<file path="config.mk">
export PLATFORM = sky130hd
export DESIGN_NAME = clkgen_pwr_seq
export DESIGN_NICKNAME = d
export VERILOG_FILES = /design/src/rtl/cgps_pkg.sv /design/src/rtl/cgps_sync.sv /design/src/rtl/cgps_pd_qual.sv /design/src/rtl/cgps_stop_chain.sv /design/src/rtl/clkgen_pwr_seq.sv
export SDC_FILE = /design/constraint.sdc
export NUM_CORES = 1
export LEC_CHECK = 0
export BUFFER_PORTS_ARGS = -buffer_cell sky130_fd_sc_hd__buf_2
export CAP_MARGIN = 20
export CORE_ASPECT_RATIO = 0.5
export CORE_MARGIN = 3
export CORE_UTILIZATION = 39
export DETAILED_ROUTE_END_ITERATION = 7
export GPL_ROUTABILITY_DRIVEN = 0
export GPL_TIMING_DRIVEN = 0
export MAX_ROUTING_LAYER = met4
export PLACE_DENSITY_LB_ADDON = 0.08
export SLEW_MARGIN = 10
export SYNTH_ARGS = -nofsm -noshare
export SYNTH_HDL_FRONTEND = slang
export SYNTH_SLANG_ARGS = --single-unit
</file>
<file path="constraint.sdc">
create_clock -name clk_ref -period 4.87 [get_ports clk_ref]
set_clock_uncertainty 0.05 [all_clocks]
set_input_delay 0 -clock clk_ref [delete_from_list [all_inputs] [get_ports clk_ref]]
set_output_delay 0 -clock clk_ref [all_outputs]
set_load 0.05 [all_outputs]
</file>
<file path="src/rtl/cgps_pkg.sv">
package cgps_pkg;

    typedef enum logic [2:0] {
        ST_OFF      = 3'd0,
        ST_WAIT_PG  = 3'd1,
        ST_SETTLE   = 3'd2,
        ST_RUN      = 3'd3,
        ST_STOPPING = 3'd4,
        ST_DOWN     = 3'd5,
        ST_WAKE     = 3'd6
    } seq_state_e;

    typedef enum logic [1:0] {
        DRV_RUN  = 2'b00,
        DRV_PARK = 2'b01,
        DRV_HIZ  = 2'b10
    } cpu_drive_e;

endpackage

</file>
<file path="src/rtl/cgps_sync.sv">
module cgps_sync #(
    parameter int   WIDTH   = 1,
    parameter logic RST_VAL = 1'b1
) (
    input  logic             clk,
    input  logic             rst_n,
    input  logic [WIDTH-1:0] d,
    output logic [WIDTH-1:0] q
);

    logic [WIDTH-1:0] meta;

    always_ff @(posedge clk or negedge rst_n) begin
        if (!rst_n) begin
            meta <= {WIDTH{RST_VAL}};
            q    <= {WIDTH{RST_VAL}};
        end else begin
            meta <= d;
            q    <= meta;
        end
    end

endmodule

</file>
<file path="src/rtl/cgps_pd_qual.sv">
module cgps_pd_qual #(
    parameter int QUAL_EDGES = 2
) (
    input  logic clk,
    input  logic rst_n,
    input  logic pd_n_s,
    input  logic cpuc_lvl,
    output logic pd_req
);

    localparam int HW = $clog2(QUAL_EDGES + 1);
    localparam logic [HW-1:0] QMAX = HW'(QUAL_EDGES);

    logic          cpuc_q;
    logic          cpuc_rise;
    logic [HW-1:0] hits;

    assign cpuc_rise = cpuc_lvl & ~cpuc_q;

    always_ff @(posedge clk or negedge rst_n) begin
        if (!rst_n) begin
            cpuc_q <= 1'b0;
            hits   <= '0;
        end else begin
            cpuc_q <= cpuc_lvl;
            if (pd_n_s)
                hits <= '0;
            else if (cpuc_rise && hits != QMAX)
                hits <= hits + 1'b1;
        end
    end

    assign pd_req = (hits == QMAX);

    // qualification completes only on a complement rising edge with request low
    p_qual_on_edge_r4: assert property (@(posedge clk) disable iff (!rst_n)
        $rose(pd_req) |-> ($past(cpuc_rise) && !$past(pd_n_s)));

    // a released request drops the qualification
    p_release_clears_r4: assert property (@(posedge clk) disable iff (!rst_n)
        pd_n_s |=> !pd_req);

endmodule

</file>
<file path="src/rtl/cgps_stop_chain.sv">
module cgps_stop_chain #(
    parameter int NFAM = 4
) (
    input  logic            clk,
    input  logic            rst_n,
    input  logic            arm,
    input  logic [NFAM-1:0] fam_lvl,
    output logic [NFAM-1:0] stopped,
    output logic            all_stopped
);

    logic [NFAM-1:0] lvl_q;
    logic [NFAM-1:0] fall;
    logic [NFAM-1:0] turn;

    always_ff @(posedge clk or negedge rst_n) begin
        if (!rst_n) lvl_q <= '0;
        else        lvl_q <= fam_lvl;
    end

    assign fall = lvl_q & ~fam_lvl;

    for (genvar i = 0; i < NFAM; i++) begin : g_fam
        if (i == 0) begin : g_first
            assign turn[i] = 1'b1;
        end else if (i == 1) begin : g_second
            assign turn[i] = stopped[0];
        end else begin : g_rest
            assign turn[i] = stopped[1];
        end

        always_ff @(posedge clk or negedge rst_n) begin
            if (!rst_n)
                stopped[i] <= 1'b0;
            else if (!arm)
                stopped[i] <= 1'b0;
            else if (turn[i] && fall[i])
                stopped[i] <= 1'b1;
        end

        // a family parks only right after its own falling edge while armed
        p_stop_on_fall_r5: assert property (@(posedge clk) disable iff (!rst_n)
            $rose(stopped[i]) |-> $past(fall[i] && arm));
    end

    // family 1 never parks ahead of family 0
    p_second_after_first_r5: assert property (@(posedge clk) disable iff (!rst_n)
        $rose(stopped[1]) |-> $past(stopped[0]));

    assign all_stopped = &stopped;

endmodule

</file>
<file path="src/rtl/clkgen_pwr_seq.sv">
module clkgen_pwr_seq
    import cgps_pkg::*;
#(
    parameter int NFAM        = 4,
    parameter int STRAP_W     = 3,
    parameter int SETTLE_CYC  = 3600,
    parameter int WAKE_CYC    = 21000,
    parameter int RESTART_MAX = 25000
) (
    input  logic               clk_ref,
    input  logic               rst_n,
    input  logic               supply_ok,
    input  logic               pg_n,
    input  logic [STRAP_W-1:0] sel_strap,
    input  logic               mult_strap,
    input  logic               pd_n,
    input  logic               cpuc_lvl,
    input  logic [NFAM-1:0]    fam_lvl,
    input  logic [1:0]         cpu_hiz_cfg,
    output logic [NFAM-1:0]    fam_stop,
    output logic               pll_en,
    output logic [1:0]         cpu_drive,
    output logic [STRAP_W-1:0] sel_lat,
    output logic               mult_lat
);

    localparam int MAXC  = (SETTLE_CYC > WAKE_CYC) ? SETTLE_CYC : WAKE_CYC;
    localparam int CNT_W = $clog2(MAXC + 1);
    localparam int LAT_W = $clog2(RESTART_MAX + 1);
    localparam logic [CNT_W-1:0] SETTLE_LAST = CNT_W'(SETTLE_CYC - 1);
    localparam logic [CNT_W-1:0] WAKE_LAST   = CNT_W'(WAKE_CYC - 1);
    localparam logic [LAT_W-1:0] LAT_SAT     = LAT_W'(RESTART_MAX);

    seq_state_e       state_q, state_d;
    logic [CNT_W-1:0] cnt_q, cnt_d;
    logic             latch_straps;
    logic             pg_s, pd_s;
    logic             pd_req;
    logic [NFAM-1:0]  stopped;
    logic             all_stopped;
    cpu_drive_e       drv;

    cgps_sync #(.WIDTH(2), .RST_VAL(1'b1)) u_sync (
        .clk   (clk_ref),
        .rst_n (rst_n),
        .d     ({pg_n, pd_n}),
        .q     ({pg_s, pd_s})
    );

    cgps_pd_qual #(.QUAL_EDGES(2)) u_pd_qual (
        .clk      (clk_ref),
        .rst_n    (rst_n),
        .pd_n_s   (pd_s),
        .cpuc_lvl (cpuc_lvl),
        .pd_req   (pd_req)
    );

    cgps_stop_chain #(.NFAM(NFAM)) u_stop_chain (
        .clk         (clk_ref),
        .rst_n       (rst_n),
        .arm         (state_q == ST_STOPPING),
        .fam_lvl     (fam_lvl),
        .stopped     (stopped),
        .all_stopped (all_stopped)
    );

    // next state and timer
    always_comb begin
        state_d      = state_q;
        cnt_d        = cnt_q;
        latch_straps = 1'b0;
        if (!supply_ok) begin
            state_d = ST_OFF;
        end else begin
            unique case (state_q)
                ST_OFF: state_d = ST_WAIT_PG;
                ST_WAIT_PG: if (!pg_s) begin
                    state_d      = ST_SETTLE;
                    cnt_d        = '0;
                    latch_straps = 1'b1;
                end
                ST_SETTLE: begin
                    if (!pd_s)                    state_d = ST_DOWN;
                    else if (cnt_q == SETTLE_LAST) state_d = ST_RUN;
                    else                          cnt_d   = cnt_q + 1'b1;
                end
                ST_RUN:      if (pd_req)      state_d = ST_STOPPING;
                ST_STOPPING: if (all_stopped) state_d = ST_DOWN;
                ST_DOWN: if (pd_s) begin
                    state_d = ST_WAKE;
                    cnt_d   = '0;
                end
                ST_WAKE: begin
                    if (!pd_s)                  state_d = ST_DOWN;
                    else if (cnt_q == WAKE_LAST) state_d = ST_RUN;
                    else                        cnt_d   = cnt_q + 1'b1;
                end
                default: state_d = ST_OFF;
            endcase
        end
    end

    // state register, timer and strap capture
    always_ff @(posedge clk_ref or negedge rst_n) begin
        if (!rst_n) begin
            state_q  <= ST_OFF;
            cnt_q    <= '0;
            sel_lat  <= '0;
            mult_lat <= 1'b0;
        end else begin
            state_q <= state_d;
            cnt_q   <= cnt_d;
            if (latch_straps) begin
                sel_lat  <= sel_strap;
                mult_lat <= mult_strap;
            end else if (state_q == ST_OFF) begin
                sel_lat  <= '0;
                mult_lat <= 1'b0;
            end
        end
    end

    // outputs
    always_comb begin
        fam_stop = '1;
        pll_en   = 1'b0;
        drv      = (|cpu_hiz_cfg) ? DRV_HIZ : DRV_PARK;
        unique case (state_q)
            ST_WAIT_PG, ST_SETTLE, ST_WAKE: pll_en = 1'b1;
            ST_RUN: begin
                fam_stop = '0;
                pll_en   = 1'b1;
                drv      = DRV_RUN;
            end
            ST_STOPPING: begin
                fam_stop = stopped;
                pll_en   = 1'b1;
                drv      = DRV_RUN;
            end
            default: ;
        endcase
    end

    assign cpu_drive = drv;

    // restart latency watch
    logic [LAT_W-1:0] lat_cnt;
    always_ff @(posedge clk_ref or negedge rst_n) begin
        if (!rst_n)
            lat_cnt <= '0;
        else if ((state_q == ST_DOWN || state_q == ST_WAKE) && pd_s) begin
            if (lat_cnt != LAT_SAT) lat_cnt <= lat_cnt + 1'b1;
        end else
            lat_cnt <= '0;
    end

    p_restart_bound_r8: assert property (@(posedge clk_ref) disable iff (!rst_n)
        lat_cnt < LAT_SAT);

    p_strap_hold_r2: assert property (@(posedge clk_ref) disable iff (!rst_n)
        (state_q != ST_OFF && state_q != ST_WAIT_PG &&
         $past(state_q != ST_OFF && state_q != ST_WAIT_PG))
        |-> ($stable(sel_lat) && $stable(mult_lat)));

    p_settle_len_r3: assert property (@(posedge clk_ref) disable iff (!rst_n)
        (state_q == ST_RUN && $past(state_q) == ST_SETTLE) |-> $past(cnt_q) == SETTLE_LAST);

    p_pll_after_park_r6: assert property (@(posedge clk_ref) disable iff (!rst_n)
        $fell(pll_en) |-> (&fam_stop));

    p_settle_abort_r9: assert property (@(posedge clk_ref) disable iff (!rst_n)
        (state_q == ST_SETTLE && !pd_s && supply_ok) |=> (state_q == ST_DOWN && !pll_en));

    p_supply_loss_r10: assert property (@(posedge clk_ref) disable iff (!rst_n)
        !supply_ok |=> (state_q == ST_OFF && !pll_en && (&fam_stop)));

    p_drive_idle_r7: assert property (@(posedge clk_ref) disable iff (!rst_n)
        (&fam_stop && !(state_q == ST_STOPPING)) |-> cpu_drive != DRV_RUN);

endmodule

</file>
# Word-level counts from Yosys, hierarchy flattened
# Cells that the tools add are included.
[totals]
regBits = 37
in_bits = 16
output_inout_bits = 11
word_cells = 97
[op_classes]
addsub = 2
eq_ne = 26
muxes = 38
bitwise_logic = 4
n_reduce_logical = 14
[op_table]
columns = ["operator", "n"]
rows = [
  ["15-bit two-way mux", 6],
  ["15-bit case mux with 4 select lines", 1],
  ["3-bit two-way mux", 11],
  ["3-bit case mux with 7 select lines", 1],
  ["2-bit != test (second input constant)", 8],
  ["15-bit by 1-bit adder with 15-bit output (second input constant)", 1],
  ["15-bit by 12-bit == test with 1-bit output (second input constant)", 1],
  ["15-bit == test (second input constant)", 1],
  ["1-bit two-way mux", 14],
  ["3-bit == test (second input constant)", 3],
  ["3-bit != test (second input constant)", 3],
  ["2-bit two-way mux", 4],
  ["4-bit != test (second input constant)", 2],
  ["4-bit case mux with 2 select lines", 1],
  ["8-bit AND reduction", 1],
  ["3-bit by 2-bit == test with 1-bit output (second input constant)", 2],
  ["2-bit by 1-bit != test with 1-bit output (second input constant)", 3],
  ["6-bit AND reduction", 1],
  ["5-bit OR reduction", 1],
  ["4-bit AND", 1],
  ["1-bit logical AND", 4],
  ["4-bit inverter", 1],
  ["4-bit AND reduction", 1],
  ["2-bit nonzero test", 2],
  ["9 further kinds", 10],
]

# Depth between registers and ports, before layout
# Gate-level depths: netlist (run 1).
[logic_depth]
ltp_word = 5
mapped_depth = 8
ltp_nobuf = 7

# Modules after synthesis
# Synthesis (run 1) repeated with hierarchy kept, for this count alone.
[hier_totals]
cells_unflattened = 199
hier_area_um2 = 1976.9
[by_module_without_submodules]
columns = ["mod", "instances", "cells_each", "area_per_inst_um2", "seq_area_each_um2"]
rows = [
  ["clkgen_pwr_seq", 1, 163, 1446.4, 550.5],
  ["cgps_stop_chain", 1, 20, 279.0, 200.2],
  ["cgps_pd_qual", 1, 12, 146.4, 75.1],
  ["cgps_sync", 1, 4, 105.1, 105.1],
]

# Worst setup path after synthesis (run 1)
# No wires, ideal clock.
[synth_timing]
path_type = "flip-flop to output port"
startpoint = "register state_q[0]"
endpoint = "output cpu_drive[0]"
arrival_ns = 1.935
t_required_ns = 4.820
setup_slack_ns = 2.885
path_stages_with_launch = 6
path_buffers = 1
cell_sequence = "dfrtp_1 > buf_2 > nor2_1 > nand2_1 > nand2_1 > nor3_1"
[synth_between]
elab_chain_cells = 3
word_cells_on_any_way = 4
classes_between = "eq/ne (2); mux (1); reduce/logical (1)"
[synth_rtl]
columns = ["element", "line_no", "text"]
rows = [
  ["from (decl)", "clkgen_pwr_seq.sv:34", "seq_state_e state_q, state_d;"],
  ["from (signal assigned)", "clkgen_pwr_seq.sv:111", "state_q <= state_d;"],
  ["3-bit by 2-bit == test with 1-bit output / 3-bit == test (equally long branches)", "clkgen_pwr_seq.sv:128", "unique case (state_q)"],
  ["2-bit OR reduction (no source line) (*)", "n/a", ""],
  ["2-bit two-way mux (*)", "clkgen_pwr_seq.sv:128", ""],
  ["to (decl)", "clkgen_pwr_seq.sv:22", "output logic [1:0] cpu_drive,"],
]
# Every way passes the cells marked *; elsewhere a longest branch is shown, timed or not.

# Worst setup path after layout (run 1)
[layout_timing]
startpoint = "register cnt_q[0]"
endpoint = "register cnt_q[13]"
[layout_between]
elab_chain_cells = 4
word_cells_on_any_way = 11
classes_between = "add/sub (1); eq/ne (4); mux (5); reduce/logical (1)"
[layout_rtl]
columns = ["element", "line_no", "text"]
rows = [
  ["from (decl)", "clkgen_pwr_seq.sv:35", "logic [CNT_W-1:0] cnt_q, cnt_d;"],
  ["from (signal assigned)", "clkgen_pwr_seq.sv:112", "cnt_q <= cnt_d;"],
  ["15-bit by 1-bit adder with 15-bit output", "clkgen_pwr_seq.sv:85, clkgen_pwr_seq.sv:96", ""],
  ["15-bit two-way mux (on tied branches)", "clkgen_pwr_seq.sv:95, clkgen_pwr_seq.sv:84", ""],
  ["15-bit two-way mux (on tied branches)", "clkgen_pwr_seq.sv:94, clkgen_pwr_seq.sv:83", ""],
  ["15-bit case mux with 4 select lines", "clkgen_pwr_seq.sv:75", "unique case (state_q)"],
]
# Parallel ways exist; a longest one is shown, timed or not. The select of a mux whose other input is x is not followed.
# A chain may end at the register's enable or synchronous reset.

==> results of run 1 <==
==> routing by layer <==
layer  part of all wire [%]  up-vias  track usage, %
met5                      0        -               -
met4                   0.70        0            3.28
met3                    5.1        5            6.43
met2                     46       33            25.3
met1                     48      830            21.8
li1                       -      853               -
==> state kept, by name, indices dropped and copies added, names as in the netlist <==
name	cells
cnt_q	15
mult_lat	1
sel_lat	3
state_q	3
u_pd_qual.cpuc_q	1
u_pd_qual.hits	2
u_stop_chain.lvl_q	4
u_stop_chain.stopped	4
u_sync.meta	2
u_sync.q	2
==> area by class of cell <==
cell class	count	area, um^2
Buffer	12	58.8
Clock buffer	7	76.3
Inverter	10	37.5
Tap cell	66	82.6
Multi-Input combinational cell	146	942
Sequential cell	37	931
Timing Repair Buffer	39	260
Clock inverter	1	5.00
Fill cell	443	2220
==> how the worst min path moves through the flow <==
stage               slack [ns]            from        endpoint  cells after the start
global placement          0.06            pg_n  u_sync.meta[1]                      1
CTS                       0.28  cpu_hiz_cfg[0]    cpu_drive[0]                      3
global route              0.28            pd_n  u_sync.meta[0]                      2
floorplan                -0.35           rst_n        cnt_q[0]                      0
detailed placement        0.06            pg_n  u_sync.meta[1]                      1
finish                    0.28  cpu_hiz_cfg[1]    cpu_drive[0]                      3
==> through the flow <==
step | instance area [um^2] | instances | power (mW) | util [%] | hold slack [ns]
floorplan | 1970 | 205 | 0.444 | - | -0.346
global placement | 2180 | 297 | 0.483 | 47.3 | 0.0561
detailed placement | 2180 | 297 | 0.484 | 47.3 | 0.0565
CTS | 2390 | 318 | 0.703 | 51.9 | 0.277
global route | 2390 | 318 | 0.737 | 51.9 | 0.282
finish | 2390 | 318 | 0.693 | 51.9 | 0.275
==> Yosys cell counts, types with 2 or more instances <==
cell	number
sky130_fd_sc_hd__nor4_1	2
sky130_fd_sc_hd__dfrtp_1	33
sky130_fd_sc_hd__nand3_1	4
sky130_fd_sc_hd__dfstp_2	4
sky130_fd_sc_hd__o31ai_1	17
sky130_fd_sc_hd__nor2_1	18
sky130_fd_sc_hd__clkbuf_1	3
sky130_fd_sc_hd__o21a_1	4
sky130_fd_sc_hd__ha_1	3
sky130_fd_sc_hd__a211o_1	2
sky130_fd_sc_hd__and3_1	3
sky130_fd_sc_hd__nand2b_1	3
sky130_fd_sc_hd__a41oi_1	2
sky130_fd_sc_hd__o21ai_0	5
sky130_fd_sc_hd__mux2i_1	3
sky130_fd_sc_hd__inv_1	10
sky130_fd_sc_hd__nand4_1	5
sky130_fd_sc_hd__o41ai_1	2
sky130_fd_sc_hd__nand2_1	19
sky130_fd_sc_hd__buf_2	8
sky130_fd_sc_hd__a31oi_1	6
sky130_fd_sc_hd__a22o_1	4
sky130_fd_sc_hd__and2_1	2
sky130_fd_sc_hd__nor2b_1	3
sky130_fd_sc_hd__nor3b_1	5
sky130_fd_sc_hd__nor3_1	8
sky130_fd_sc_hd__a21oi_1	9
==> worst max-delay path, delay by kind of cell, from the launching register on <==
kind                       cells  cell delay [ns]
DFF                            1             0.43
and+or+nand+nor                3             0.72
AOI/OAI and AO/OA              2             0.42
adders and majority gates      1             0.25
buffers and inverters          1             0.18
==> power by group through the flow <==
stage	Combinational [mW]	Sequential, mW	Clock, mW
CTS	0.154	0.333	0.217
finish	0.153	0.333	0.208
global route	0.169	0.335	0.233
floorplan	0.0999	0.344	0
global placement	0.145	0.338	0
detailed placement	0.145	0.339	0
==> logic make-up (layout without fill, tap and decap cells) <==
logic type               after synthesis  count (layout)
buffers and inverters                 22              69
flip-flops                            37              37
AND/OR/NAND/NOR                       79              79
multiplexers                           3               3
AO/OA/AOI/OAI                         60              60
adder cells (fa/ha/maj)                3               3
XOR/XNOR                               1               1
==> flow_summary.html, run 1 <==
<table>
<tr><th>Metric</th><th>Value</th></tr>
<tr><th colspan="2">Run status</th></tr>
<tr><td>Result of the run</td><td>finished clean</td></tr>
<tr><th colspan="2">GRT</th></tr>
<tr><td>Vias in the first global route</td><td>1659</td></tr>
<tr><td>Largest net degree at the start of global routing</td><td>38</td></tr>
<tr><td>Sum of overflow across all layers after global routing</td><td>0</td></tr>
<tr><td>Initial antenna violation count</td><td>0</td></tr>
<tr><td>First-pass GRT wire length</td><td>around 8000 um</td></tr>
<tr><td>Combined global-route utilization of all metal layers</td><td>between 15 and 20%</td></tr>
<tr><th colspan="2">Clock network</th></tr>
<tr><td>CTS resizes</td><td>0</td></tr>
<tr><td>Number of buffers inserted by post-CTS setup repair</td><td>0</td></tr>
<tr><td>CTS clk-pin slew, worst paths</td><td>approximately 0.07 ns</td></tr>
<tr><td>CTS HTree Levels</td><td>2</td></tr>
<tr><td>Root Driver</td><td>sky130_fd_sc_hd__clkbuf_8</td></tr>
<tr><td>Clk sinks</td><td>37</td></tr>
<tr><td>Hold buffer count at CTS</td><td>13</td></tr>
<tr><td>Maximum count of clock buffers along a single path</td><td>2</td></tr>
<tr><td>Clock tree from TritonCTS</td><td>yes</td></tr>
<tr><td>Clk Latency, worst-skew pair</td><td>around 0.29 ns</td></tr>
<tr><td>CTS Buf Count</td><td>5</td></tr>
<tr><th colspan="2">Yosys</th></tr>
<tr><td>Post-synthesis share of cell area spent on xor and xnor gates</td><td>less than 1%</td></tr>
<tr><td>Number of synthesized flops with an enable pin</td><td>0</td></tr>
<tr><td>Register area share after synthesis</td><td>47.3%</td></tr>
<tr><td>Cell type with the highest aggregate area in the netlist</td><td>sky130_fd_sc_hd__dfrtp_1</td></tr>
<tr><td>Yosys synthesis warning count</td><td>0</td></tr>
<tr><td>Cell area after synthesis</td><td>around 2000 um^2</td></tr>
<tr><td>Main combinational cell family by area after synthesis</td><td>compound AO/OA/AOI/OAI gates</td></tr>
<tr><td>Post-synthesis compound-gate area fraction</td><td>between 20% and 30%</td></tr>
<tr><td>#FFs+latches synth</td><td>37</td></tr>
<tr><td>Count of cell types in the netlist</td><td>45</td></tr>
<tr><td>Share of the synthesized area in the top cell type</td><td>about two fifths</td></tr>
<tr><td>Area contributors post-synth</td><td>sky130_fd_sc_hd__dfrtp_1 42%, sky130_fd_sc_hd__o31ai_1 6.5%, sky130_fd_sc_hd__dfstp_2 5.3%, sky130_fd_sc_hd__nand2_1 3.6%, sky130_fd_sc_hd__nor2_1 3.4%</td></tr>
<tr><td>Syn Inst Count</td><td>roughly 210</td></tr>
<tr><td>Simple-gate portion of the synthesized area</td><td>a little over a fifth</td></tr>
<tr><td>Dominant synthesized flop cell</td><td>sky130_fd_sc_hd__dfrtp_1</td></tr>
<tr><td>Share of cell area taken by muxes after synthesis</td><td>between 1.5 and 2%</td></tr>
<tr><td>Syn Nets</td><td>~220</td></tr>
<tr><td>Per-instance average area after synthesis</td><td>between 9 and 10 um^2</td></tr>
<tr><td>Synth async-reset ratio</td><td>100%</td></tr>
<tr><td>Area share of fa/ha/maj cells after synthesis</td><td>between 1.5 and 2%</td></tr>
<tr><th colspan="2">Worst setup path</th></tr>
<tr><td>Slowest library cell on the worst path</td><td>sky130_fd_sc_hd__dfrtp_1</td></tr>
<tr><td>Crit Path Max Fanout</td><td>6</td></tr>
<tr><td>Capturing point of the worst reg2reg path</td><td>cnt_q[13]</td></tr>
<tr><td>Register-to-register setup slack</td><td>about 2.7 ns</td></tr>
<tr><td>Reg2Reg Launch Point</td><td>cnt_q[0]</td></tr>
<tr><td>CP Data Required Time</td><td>5.02 ns</td></tr>
<tr><td>Kind of launch point of the worst setup path</td><td>flop</td></tr>
<tr><td>CP Class</td><td>reg -&gt; reg</td></tr>
<tr><td>Worst Path Arrival</td><td>2.28 ns</td></tr>
<tr><td>Timing startpoint of the critical path</td><td>cnt_q[0]</td></tr>
<tr><td>Logic depth of the worst register-to-register path</td><td>7</td></tr>
<tr><td>Cells along the critical path</td><td>ha_1 -&gt; and3_1 -&gt; nand4b_1 -&gt; a21oi_1 -&gt; or3_1 -&gt; buf_2 -&gt; o41ai_2</td></tr>
<tr><td>Largest incremental delay on the critical path</td><td>about 0.43 ns</td></tr>
<tr><td>Critical Path Sink</td><td>cnt_q[13]</td></tr>
<tr><td>Nature of the critical path endpoint</td><td>flop</td></tr>
<tr><th colspan="2">Floorplan</th></tr>
<tr><td>Die H</td><td>approximately 56 um</td></tr>
<tr><td>I/O pins</td><td>27</td></tr>
<tr><td>Floorplan core area</td><td>around 4600 um^2</td></tr>
<tr><td>Die Width</td><td>~110 um</td></tr>
<tr><td>Starting density of the core</td><td>between 40% and 50%</td></tr>
<tr><td>Number of standard-cell rows in the floorplan</td><td>17</td></tr>
<tr><td>Die Area</td><td>between 5000 and 6000 um^2</td></tr>
<tr><th colspan="2">Cells and area</th></tr>
<tr><td>Leading cell type in the layout, fill and taps excluded</td><td>sky130_fd_sc_hd__buf_2</td></tr>
<tr><td>Synthesis-to-layout area growth</td><td>21.5%</td></tr>
<tr><td>Number of antenna cells inserted</td><td>0</td></tr>
<tr><td>Most frequent cells in the layout</td><td>34 x sky130_fd_sc_hd__buf_2, 33 x sky130_fd_sc_hd__dfrtp_1, 19 x sky130_fd_sc_hd__nand2_1, 18 x sky130_fd_sc_hd__nor2_1, 17 x sky130_fd_sc_hd__o31ai_1</td></tr>
<tr><td>Total number of nets in the final design</td><td>270</td></tr>
<tr><td>Ratio of cells with drive above 1 in the final layout</td><td>between 20% and 30%</td></tr>
<tr><th colspan="2">Run</th></tr>
<tr><td>Count of maximum capacitance violations</td><td>0</td></tr>
<tr><th colspan="2">Timing</th></tr>
<tr><td>Final Hold Fails</td><td>0</td></tr>
<tr><td>Final setup slack of the worst path</td><td>roughly 2.7 ns</td></tr>
<tr><td>Number of max-slew violations in the final report</td><td>0</td></tr>
<tr><td>Post-route clock period utilization</td><td>between 40% and 50%</td></tr>
<tr><td>Tmin final</td><td>2.14 ns</td></tr>
<tr><td>Setup violation total in the final timing report</td><td>0</td></tr>
<tr><td>Final total negative setup slack</td><td>0 ns</td></tr>
<tr><td>Max-Slew Margin vs Limit</td><td>between 40% and 50%</td></tr>
<tr><td>RSZ-0062 raised after global routing</td><td>false</td></tr>
<tr><td>Maximum operating frequency</td><td>about 0.47 GHz</td></tr>
<tr><td>Worst Tran Pin Value</td><td>0.811 ns</td></tr>
<tr><th colspan="2">Placement</th></tr>
<tr><td>Worst setup slack after placement</td><td>around 2.7 ns</td></tr>
<tr><td>HPWL after detailed placement</td><td>3010 um</td></tr>
<tr><td>Count of input and output buffers</td><td>26</td></tr>
<tr><th colspan="2">Route</th></tr>
<tr><td>Antenna Nets Post-Route</td><td>0</td></tr>
<tr><td>Length of the first detailed-routing pass in iterations</td><td>4</td></tr>
<tr><td>Mean number of vias per cell</td><td>between 5 and 6</td></tr>
<tr><td>Detailed-route wire length</td><td>4440 um</td></tr>
<tr><td>Initial drt markers</td><td>between 60 and 70</td></tr>
<tr><td>Via count</td><td>approximately 1700</td></tr>
<tr><td>Remaining design rule violation count</td><td>0</td></tr>
<tr><td>Detail-routed net length per standard cell</td><td>about 14 um</td></tr>
<tr><th colspan="2">Power and ir drop</th></tr>
<tr><td>Switching Share</td><td>a little under a third</td></tr>
<tr><td>Combinational power share</td><td>around 22%</td></tr>
<tr><td>PwrDens</td><td>290 nW/um^2</td></tr>
<tr><td>Clock network fraction of design power</td><td>a little under a third</td></tr>
<tr><td>Power share of the sequential group</td><td>around 48%</td></tr>
<tr><td>Internal cell power</td><td>roughly 0.48 mW</td></tr>
<tr><td>Maximum resistive drop on vdd</td><td>0.147 mV</td></tr>
<tr><td>Net switching power of the design</td><td>between 0.2 and 0.25 mW</td></tr>
<tr><td>Static leakage</td><td>1.04 nW</td></tr>
<tr><th colspan="2">Min path</th></tr>
<tr><td>Class of the worst hold path</td><td>in -&gt; out</td></tr>
</table>
Power figures use the tool's default switching activity.
==> run 2: changes to the inputs <==
Clock period 4.87 ns to 1.8 ns, I/O delays scaled along.
==> run 2 against run 1 <==
Net effect:
- the run now ends with setup timing left
- largest power group unchanged
- worst setup slack worse by 2.9 ns
- non-clock buffer count is 13 higher
- die area stayed put
- wire length is 10% higher
- final cell count is 4.1% higher
- sequential power grew to 2.7 times the previous value
- hold slack worse by 0.014 ns
- global-route usage is 0.53 points higher
- combinational power grew to 3.3 times the previous value
- via count is 4.5% higher
- count of clock-buffer cells in the layout stayed put
==> flow_summary.html, run 2 (synthesized netlist as in run 1, its figures left out) <==
<table>
<tr><th>Metric</th><th>Value</th></tr>
<tr><th colspan="2">Cells and area</th></tr>
<tr><td>Synthesis-to-layout area growth</td><td>37.9%</td></tr>
<tr><td>Regs by FF count</td><td>cnt_q (15), u_stop_chain.lvl_q (4), u_stop_chain.stopped (4)</td></tr>
<tr><td>Ratio of cells with drive above 1 in the final layout</td><td>35.8% (+16 points)</td></tr>
<tr><td>Utilization after layout</td><td>58.9% (+7.0 points)</td></tr>
<tr><td>Flip-flop count of the largest register, all copies and words added</td><td>15 (unchanged)</td></tr>
<tr><td>Leading cell type in the layout, fill and taps excluded</td><td>sky130_fd_sc_hd__dfrtp_1</td></tr>
<tr><td>Number of antenna cells inserted</td><td>0 (unchanged)</td></tr>
<tr><td>Register bank with the most flops</td><td>cnt_q</td></tr>
<tr><td>Final standard cell area without fillers</td><td>2720 um^2 (+13%)</td></tr>
<tr><td>Total number of nets in the final design</td><td>283 (+4.8%)</td></tr>
<tr><td>Most frequent cells in the layout</td><td>29 x sky130_fd_sc_hd__dfrtp_1, 26 x sky130_fd_sc_hd__buf_2, 18 x sky130_fd_sc_hd__nor2_1, 17 x sky130_fd_sc_hd__nand2_1, 16 x sky130_fd_sc_hd__buf_4</td></tr>
<tr><th colspan="2">Timing</th></tr>
<tr><td>RSZ-0062 raised after global routing</td><td>true</td></tr>
<tr><td>Tmin final</td><td>1.98 ns (-0.155 ns)</td></tr>
<tr><td>Final Hold Fails</td><td>0 (unchanged)</td></tr>
<tr><td>Number of max-slew violations in the final report</td><td>0 (unchanged)</td></tr>
<tr><td>Maximum operating frequency</td><td>0.505 GHz (+7.8%)</td></tr>
<tr><td>Post-route clock period utilization</td><td>110% (+66 points)</td></tr>
<tr><td>Final setup slack of the worst path</td><td>-0.182 ns (-2.92 ns)</td></tr>
<tr><td>Worst Tran Pin Value</td><td>0.823 ns (+0.0118 ns)</td></tr>
<tr><td>Final total negative setup slack</td><td>-1.12 ns (-1.12 ns)</td></tr>
<tr><td>Max-Slew Margin vs Limit</td><td>45.1% (-0.78 points)</td></tr>
<tr><td>Setup violation total in the final timing report</td><td>14 (+14)</td></tr>
<tr><th colspan="2">Route</th></tr>
<tr><td>Initial drt markers</td><td>66 (+4.8%)</td></tr>
<tr><td>Antenna Nets Post-Route</td><td>0 (unchanged)</td></tr>
<tr><td>Length of the first detailed-routing pass in iterations</td><td>5 (+1)</td></tr>
<tr><td>Detail-routed net length per standard cell</td><td>14.8 um (+5.9%)</td></tr>
<tr><td>Detailed-route wire length</td><td>4890 um (+10%)</td></tr>
<tr><td>Via count</td><td>1798 (+4.5%)</td></tr>
<tr><td>Mean number of vias per cell</td><td>5.43 (+0.37%)</td></tr>
<tr><td>Remaining design rule violation count</td><td>0 (unchanged)</td></tr>
<tr><th colspan="2">GRT</th></tr>
<tr><td>Sum of overflow across all layers after global routing</td><td>0 (unchanged)</td></tr>
<tr><td>Largest net degree at the start of global routing</td><td>38 (unchanged)</td></tr>
<tr><td>First-pass GRT wire length</td><td>8170 um (+4.3%)</td></tr>
<tr><td>Combined global-route utilization of all metal layers</td><td>17.3% (+0.53 points)</td></tr>
<tr><td>Vias in the first global route</td><td>1766 (+6.4%)</td></tr>
<tr><td>Initial antenna violation count</td><td>0 (unchanged)</td></tr>
<tr><th colspan="2">Placement</th></tr>
<tr><td>Count of input and output buffers</td><td>26 (unchanged)</td></tr>
<tr><td>HPWL after detailed placement</td><td>3070 um (+2.0%)</td></tr>
<tr><td>Placed inst area</td><td>2220 um^2 (+1.8%)</td></tr>
<tr><th colspan="2">Clock network</th></tr>
<tr><td>CTS HTree Levels</td><td>2 (unchanged)</td></tr>
<tr><td>CTS clk-pin slew, worst paths</td><td>0.07 ns (about the same)</td></tr>
<tr><td>Clk sinks</td><td>37 (unchanged)</td></tr>
<tr><td>CTS Buf Count</td><td>5 (unchanged)</td></tr>
<tr><td>Clock tree from TritonCTS</td><td>yes</td></tr>
<tr><td>Root Driver</td><td>sky130_fd_sc_hd__clkbuf_8</td></tr>
<tr><td>Clk Latency, worst-skew pair</td><td>0.29 ns (about the same)</td></tr>
<tr><td>Maximum count of clock buffers along a single path</td><td>2 (unchanged)</td></tr>
<tr><th colspan="2">Worst setup path</th></tr>
<tr><td>CP Data Required Time</td><td>1.93 ns (-3.09 ns)</td></tr>
<tr><td>CP Class</td><td>reg -&gt; reg</td></tr>
<tr><td>Register-to-register setup slack</td><td>-0.18 ns (-2.92 ns)</td></tr>
<tr><td>Kind of launch point of the worst setup path</td><td>flop</td></tr>
<tr><td>Nature of the critical path endpoint</td><td>flop</td></tr>
<tr><td>Worst Path Arrival</td><td>2.11 ns (-0.17 ns)</td></tr>
<tr><td>Crit Path Max Fanout</td><td>10 (+4)</td></tr>
<tr><th colspan="2">Power and ir drop</th></tr>
<tr><td>Static leakage</td><td>1.16 nW (+11%)</td></tr>
<tr><td>Internal cell power</td><td>1.52 mW (+220%)</td></tr>
<tr><td>Combinational power share</td><td>23.5% (+1.5 points)</td></tr>
<tr><td>Maximum resistive drop on vdd</td><td>0.529 mV (+260%)</td></tr>
<tr><td>Clock network fraction of design power</td><td>34.7% (+4.7 points)</td></tr>
<tr><td>Net switching power of the design</td><td>0.634 mW (+190%)</td></tr>
<tr><td>Tot Pwr</td><td>2.15 mW (+210%)</td></tr>
<tr><td>Switching Share</td><td>29.5% (-1.9 points)</td></tr>
<tr><td>Power share of the sequential group</td><td>41.8% (-6.2 points)</td></tr>
<tr><td>PwrDens</td><td>793 nW/um^2 (+170%)</td></tr>
<tr><th colspan="2">Floorplan</th></tr>
<tr><td>Starting density of the core</td><td>42.7% (unchanged)</td></tr>
<tr><td>Die Area</td><td>5990 um^2 (unchanged)</td></tr>
<tr><td>I/O pins</td><td>27 (unchanged)</td></tr>
<tr><td>Number of standard-cell rows in the floorplan</td><td>17 (unchanged)</td></tr>
<tr><td>Floorplan core area</td><td>4620 um^2 (unchanged)</td></tr>
<tr><td>Die Width</td><td>106 um (unchanged)</td></tr>
<tr><td>Die H</td><td>56.3 um (unchanged)</td></tr>
<tr><th colspan="2">Run status</th></tr>
<tr><td>Violated checks</td><td>setup timing</td></tr>
<tr><td>Result of the run</td><td>finished with violations</td></tr>
<tr><th colspan="2">Run</th></tr>
<tr><td>Count of maximum capacitance violations</td><td>0 (unchanged)</td></tr>
<tr><th colspan="2">Min path</th></tr>
<tr><td>Class of the worst hold path</td><td>in -&gt; out</td></tr>
</table>
==> run 2: changes by cell type in the layout (fill, tap and decap cells not counted), moves of 3 or more <==
cell,change
sky130_fd_sc_hd__clkbuf_1,-3
sky130_fd_sc_hd__nor3_1,-5
sky130_fd_sc_hd__dfrtp_2,+4
sky130_fd_sc_hd__o31ai_1,-5
sky130_fd_sc_hd__o31ai_2,+5
sky130_fd_sc_hd__nor3_2,+5
sky130_fd_sc_hd__dfrtp_1,-4
sky130_fd_sc_hd__nor3b_1,-3
sky130_fd_sc_hd__clkbuf_4,+3
sky130_fd_sc_hd__buf_6,+4
sky130_fd_sc_hd__buf_2,-8
sky130_fd_sc_hd__buf_4,+15
sky130_fd_sc_hd__nor3b_2,+3
==> run 2: path summary, 6_finish.rpt <==
| check | startpoint | end | cells past startpoint |
|---|---|---|---|
| setup / recovery | state_q[2] | cnt_q[4] | 6 |
| min in group asynchronous | rst_n | cnt_q[7] | 2 |
| hold / removal | cpu_hiz_cfg[1] | cpu_drive[0] | 3 |
| setup reg to reg | state_q[2] | cnt_q[4] | 6 |
| max in group asynchronous | rst_n | cnt_q[6] | 2 |
| hold reg to reg | u_sync.meta[1] | u_sync.q[1] | 0 |
==> run 2: area by class of cell <==
| cell class | instances | area, um^2 |
|---|---|---|
| tap | 66 | 82.6 |
| multi-input combinational | 146 | 1090 |
| inverter | 10 | 37.5 |
| clock inverter | 1 | 30.0 |
| timing repair buffer | 54 | 382 |
| buffer | 10 | 75.1 |
| fill | 413 | 1900 |
| clock buffer | 7 | 86.3 |
| sequential | 37 | 936 |
==> run 2: power by group through the flow <==
stage	Clock, mW	Sequential, mW	Combinational (mW)
after floorplan	0	0.933	0.276
after global placement	0	0.916	0.396
after detailed placement	0	0.917	0.401
after CTS	0.771	0.899	0.478
after global routing	0.812	0.906	0.546
final	0.747	0.901	0.505
==> run 2: through the flow <==
step	hold slack [ns]	setup WS [ns]	instances
floorplan	-0.346	0.0107	205
finish	0.262	-0.182	331
global placement	0.0547	-0.207	297
detailed placement	0.0563	-0.215	297
CTS	0.262	-0.0993	327
global route	0.279	-0.255	331
==> run 2: per-layer routing <==
layer,global-route usage [%],part of all wire (%),vias up
met5,-,0,-
met4,4.19,0.59,0
met3,4.82,4.3,4
met2,27.0,47,51
met1,22.6,48,872
li1,-,-,871
==> run 2: worst max-delay path: stages (launching register included) <==
cell                       delay [ns]
sky130_fd_sc_hd__dfrtp_1         0.40
sky130_fd_sc_hd__clkbuf_4        0.20
sky130_fd_sc_hd__nor3b_1         0.22
sky130_fd_sc_hd__nand4b_1        0.22
sky130_fd_sc_hd__o31ai_1         0.44
sky130_fd_sc_hd__nor2_1          0.08
sky130_fd_sc_hd__a32o_1          0.26
==> run 2: what timing repair did <==
action / 4_1_cts / 5_1_grt
pin swaps: 5 / 5
gates cloned: 1 / 0
gates resized for setup: 18 / 18
hold endpoints to repair: 51 / 0
endpoints found under the setup margin: 17 / 23
hold buffers: 13 / 0
setup buffers: 10 / 4
